### src/rtl/vcrc_pkg.sv
package vcrc_pkg;

  typedef enum logic [1:0] {
    S_IDLE = 2'd0,
    S_ARM  = 2'd1,
    S_RUN  = 2'd2,
    S_DONE = 2'd3
  } vcrc_state_e;

  // Per-frame control shared by every channel lane
  typedef struct packed {
    logic clear;   // start write: drop the mismatch flags
    logic start;   // frame boundary: preset the running CRC
    logic open;    // a frame is being analysed
    logic close;   // the frame being analysed has ended
    logic first;   // the frame that is closing is the reference frame
  } vcrc_lane_ctl_t;

endpackage

### src/rtl/vcrc_seq.sv
module vcrc_seq
  import vcrc_pkg::*;
#(
  parameter int CNT_W = 8
) (
  input  logic                 clk,
  input  logic                 rst_n,
  input  logic                 vsync_i,
  input  logic                 ctl_wr_i,
  input  logic                 ctl_en_i,
  input  logic [CNT_W-1:0]     ctl_frames_i,
  output vcrc_lane_ctl_t       lane_ctl_o,
  output logic                 busy_o,
  output logic                 done_o,
  output logic                 vld_o,
  output logic [CNT_W-1:0]     idx_o
);
  localparam logic [CNT_W-1:0] CNT_ZERO = '0;
  localparam logic [CNT_W-1:0] CNT_ONE  = CNT_W'(1);

  vcrc_state_e      state_q, state_d;
  logic [CNT_W-1:0] cnt_q, cnt_d;
  logic [CNT_W-1:0] tgt_q, tgt_d;
  logic             vs_q;
  logic             vld_q, vld_d;

  logic             vs_rise;
  logic             arm_req, stop_req;
  logic             close_frm, start_frm;
  logic             last_frm;
  logic [CNT_W:0]   cnt_inc;
  logic             cnt_en, tgt_en;

  always_comb begin
    arm_req   = ctl_wr_i & ctl_en_i;
    stop_req  = ctl_wr_i & ~ctl_en_i;
    vs_rise   = vsync_i & ~vs_q;
    cnt_inc   = {1'b0, cnt_q} + {{CNT_W{1'b0}}, 1'b1};
    last_frm  = (cnt_inc == {1'b0, tgt_q});
    close_frm = !ctl_wr_i && vs_rise && (state_q == S_RUN);
    start_frm = !ctl_wr_i && vs_rise &&
                ((state_q == S_ARM) || (state_q == S_RUN));
  end

  // next state
  always_comb begin
    state_d = state_q;
    cnt_d   = cnt_q;
    tgt_d   = tgt_q;
    vld_d   = close_frm;
    if (arm_req) begin
      state_d = S_ARM;
      cnt_d   = CNT_ZERO;
      tgt_d   = (ctl_frames_i == CNT_ZERO) ? CNT_ONE : ctl_frames_i;
    end else if (stop_req) begin
      state_d = S_IDLE;
    end else begin
      unique case (state_q)
        S_ARM: begin
          if (vs_rise) state_d = S_RUN;
        end
        S_RUN: begin
          if (vs_rise) begin
            cnt_d = cnt_inc[CNT_W-1:0];
            if (last_frm) state_d = S_DONE;
          end
        end
        default: begin
          state_d = state_q;
        end
      endcase
    end
  end

  always_comb begin
    cnt_en = arm_req | close_frm;
    tgt_en = arm_req;
  end

  // registers
  always_ff @(posedge clk or negedge rst_n) begin
    if (!rst_n) begin
      state_q <= S_IDLE;
      vs_q    <= 1'b0;
      vld_q   <= 1'b0;
    end else begin
      state_q <= state_d;
      vs_q    <= vsync_i;
      vld_q   <= vld_d;
    end
  end

  always_ff @(posedge clk or negedge rst_n) begin
    if (!rst_n) begin
      cnt_q <= CNT_ZERO;
    end else if (cnt_en) begin
      cnt_q <= cnt_d;
    end
  end

  always_ff @(posedge clk or negedge rst_n) begin
    if (!rst_n) begin
      tgt_q <= CNT_ONE;
    end else if (tgt_en) begin
      tgt_q <= tgt_d;
    end
  end

  always_comb begin
    lane_ctl_o.clear = arm_req;
    lane_ctl_o.start = start_frm;
    lane_ctl_o.open  = (state_q == S_RUN);
    lane_ctl_o.close = close_frm;
    lane_ctl_o.first = (cnt_q == CNT_ZERO);
    busy_o           = (state_q == S_ARM) || (state_q == S_RUN);
    done_o           = (state_q == S_DONE);
    vld_o            = vld_q;
    idx_o            = cnt_q;
  end
endmodule

### config.mk
export PLATFORM = sky130hd
export DESIGN_NAME = vcrc_seq
export DESIGN_NICKNAME = d
export VERILOG_FILES = /design/src/rtl/vcrc_pkg.sv /design/src/rtl/vcrc_seq.sv
export SDC_FILE = /design/constraint.sdc
export NUM_CORES = 1
export LEC_CHECK = 0
export BUFFER_PORTS_ARGS = -buffer_cell sky130_fd_sc_hd__buf_4
export CORE_ASPECT_RATIO = 1.25
export CORE_MARGIN = 1.5
export CORE_UTILIZATION = 48
export CTS_CLUSTER_DIAMETER = 60
export CTS_CLUSTER_SIZE = 30
export DETAILED_ROUTE_END_ITERATION = 16
export PLACE_DENSITY = 0.75
export SETUP_SLACK_MARGIN = 0.1
export SYNTH_ARGS = -nofsm -noshare
export SYNTH_HDL_FRONTEND = slang
export SYNTH_SLANG_ARGS = --single-unit
### constraint.sdc
create_clock -name clk -period 1.9 [get_ports clk]
set_clock_uncertainty 0.2 [all_clocks]
set_input_delay 0.38 -clock clk [delete_from_list [all_inputs] [get_ports clk]]
set_output_delay 0.38 -clock clk [all_outputs]
set_load 0.05 [all_outputs]
==> metrics.md <==
| Metric | Value |
|---|---|
| Ys flop type | dfrtp_1 |
| CP top delay family | simple AND/OR/NAND/NOR gates |
| Maximum clock insertion buffer count | 2 |
| Max Cap Viol | 0 |
| Cells after synthesis | 150 |
| Tot GR Track Use | 24.2% |
| Most frequent cells in the layout | buf_4, nand2_1, dfrtp_1, buf_6 |
| Tcrit/Tclk final | 122% |
| WP data arrival | 1750 ps |
| Slew Limit Fails | 0 |
| Asr flop ratio synth | 100% |
| Clk_lat worst skew | 320 ps |
| Fmax | 430 MHz |
| Share of layout cells above drive strength 1 | 46.5% |
| Synth warn | 0 |
| Synthesized Nets | 168 |
| Layout area overhead | 43.1% |
| Slowest-stage cell, CP | or4b_4 |
| Number of vias per cell | 5.34 |
| DRC | 0 |
| Worst setup margin | -427 ps |
| Final wirelength | 3.36 mm |
| Commonest non-fill, non-tap cell in the layout | buf_4 |
| Bufs and invs on worst path | 2 |
| HPWL after DPL | 2.40 mm |
| Slew HR | 69.0% |
| Reg clk slew, reported paths | 120 ps |
| Total grt overflow | 0 |
| DIE AREA | 0.00313 mm2 |
| Outcome | finished, violations left |
| Register bit total from synthesis | 20 |
| Overall Power | 1.01 mW |
| Unique masters post-synth | 44 |
| Clock Sinks | 20 |
| CTS Buf Count | 3 |
| WS Path Type | flip-flop to output port |
| Failing checks | negative setup slack |
| Via count | 1238 |
| Post-synth EDFFs | 0 |
| Core ar. | 0.00268 mm2 |
| Final hold violations | 0 |
| PortBufs | 28 |
| Die height | 62.1 um |
| DR WL/cell | 14.5 um |
| Starting Density | 50.1% |
| Syn avg cell area | 8.95 um2 |
| Global-route wire length before repair | 5.80 mm |
| Power per cell area | 527 mW/mm2 |
| Antenna violations before repair | 0 |
| Root Buffer | clkbuf_4 |
| Minimum clock period | 2330 ps |
| Static Leakage | 0.878 nW |
| Vias in the first global route | 1200 |
| Register area share after synthesis | 37.4% |
| 1st-pass router iterations | 4 |
| Dpl ws | -223 ps |
| Layout Nets | 217 |
| Crit path launch type | flip-flop |
| Worst EP required | 1320 ps |
| Final ANT Viol Nets | 0 |
| Crit-path max cell delay | 470 ps |
| Cells along the critical path | inv_2 -> ha_1 -> or4b_4 -> nor4_4 -> buf_6 |
| Pin count of the biggest net entering global routing | 21 |
| Final setup fails | 6 |
| Final RePlAce weighted congestion | 0.810 |
| Cell row count | 21 |
| CTS H-tree lvls | 1 |
| RSZ-0062 raised after global routing | yes |
| Crit Path Max Fanout | 2 |
| VDD IR max | 378 uV |
| Ant diodes | 0 |
| Chip width | 50.3 um |
| Slew @ Worst Pin | 458 ps |
| Synthesized area | 0.00134 mm2 |
| # IOs | 29 |
| First-iteration detailed-routing DRC count | 21 |
| CTS tree | done |
| Worst hold path type | input port to flip-flop |
| Critical Path End Type | output port |
## path summary, 6_finish.rpt
path / start / end / slack, ps / depth (start not counted)
setup / recovery: idx_o[1] / lane_ctl_o[0] / -430 / 5
max in group asynchronous: rst_n / tgt_q[0] / 960 / 2
hold / removal: ctl_frames_i[3] / tgt_q[3] / 50 / 3
min in group asynchronous: rst_n / idx_o[1] / 260 / 2
hold reg to reg: tgt_q[0] / tgt_q[0] / 290 / 2
setup reg to reg: idx_o[1] / state_q[0] / -130 / 7
## cell families after synthesis
| logic type | count (synthesis) | synth area share [%] |
|---|---|---|
| XOR/XNOR | 12 | 7.83 |
| flip-flops | 20 | 37.4 |
| buffers and inverters | 22 | 9.51 |
| multiplexers | 1 | 1.12 |
| AND/OR/NAND/NOR | 62 | 23.5 |
| AO/OA/AOI/OAI | 28 | 16.0 |
| adder cells (fa/ha/maj) | 5 | 4.66 |
## metal layers
layer,track usage (%),share of wire [%],vias to the layer above
met5,0,0,-
met4,7.09,1.4,0
met2,39.5,51,34
met1,33.4,43,599
li1,-,-,601
met3,2.88,4.8,4
## through the flow
step | hold slack (ps) | cells | setup TNS, ps | instance area, um2 | util, %
3_5_place_dp | 75.8 | 214 | -459 | 1650 | 61.7
2_1_floorplan | -116 | 150 | -983 | 1390 | -
6_report | 49.8 | 232 | -802 | 1920 | 71.7
5_1_grt | 61.9 | 232 | -1300 | 1920 | 71.7
3_3_place_gp | 69.3 | 214 | -368 | 1650 | 61.7
4_1_cts | 50.9 | 227 | -846 | 1830 | 68.1
## sequential cells by signal, indices dropped and copies added (netlist names)
signal,flops
idx_o,8
tgt_q,8
state_q,2
vld_o,1
vs_q,1
## report_power, final
part | internal, mW | total, mW | switching (mW)
logic | 0.134 | 0.268 | 0.134
registers | 0.454 | 0.482 | 0.0282
clock network | 0.117 | 0.262 | 0.144
total | 0.705 | 1.01 | 0.307
## Yosys cell counts, types with 2 or more instances
| library cell | instances | area, um2 |
|---|---|---|
| a21oi_1 | 3 | 15.0 |
| clkbuf_1 | 3 | 11.3 |
| buf_6 | 3 | 33.8 |
| dfrtp_1 | 19 | 475 |
| o21ai_0 | 9 | 45.0 |
| xor2_1 | 3 | 26.3 |
| inv_1 | 9 | 33.8 |
| and2_1 | 2 | 12.5 |
| nand2_1 | 26 | 97.6 |
| a221oi_2 | 2 | 30.0 |
| nor2b_1 | 3 | 18.8 |
| ha_1 | 5 | 62.6 |
| o31ai_1 | 3 | 22.5 |
| nand4_1 | 2 | 12.5 |
| nor2_1 | 9 | 33.8 |
| nor4_1 | 2 | 12.5 |
| a31oi_1 | 2 | 12.5 |
| xnor2_1 | 9 | 78.8 |
| nand3_1 | 6 | 30.0 |
| buf_4 | 6 | 45.0 |
## final cells by class
cell class,count,area [um2]
flip-flops and latches,20,510
clock buffers,4,36.3
well taps,34,42.5
multi-input cells,108,790
repair buffers,56,500
inverters,10,41.3
fillers,215,759
## worst reg2reg max path, cell delays in order (launching register included)
cell	delay, ps
dfrtp_2	440
buf_6	130
ha_4	170
and3_4	200
mux2_4	300
a221oi_2	170
nand4_1	180
a21oi_2	170
## timing repair
| action | CTS | global route |
|---|---|---|
| pin swaps | 4 | 8 |
| endpoints found under the hold margin | 21 | 0 |
| gates resized for setup | 20 | 19 |
| buffers inserted | 7 | 8 |
| setup endpoints to repair | 7 | 14 |
| hold buffers | 2 | 0 |
| gates cloned | 0 | 0 |
No activity file was read; power rests on OpenSTA's default activity.
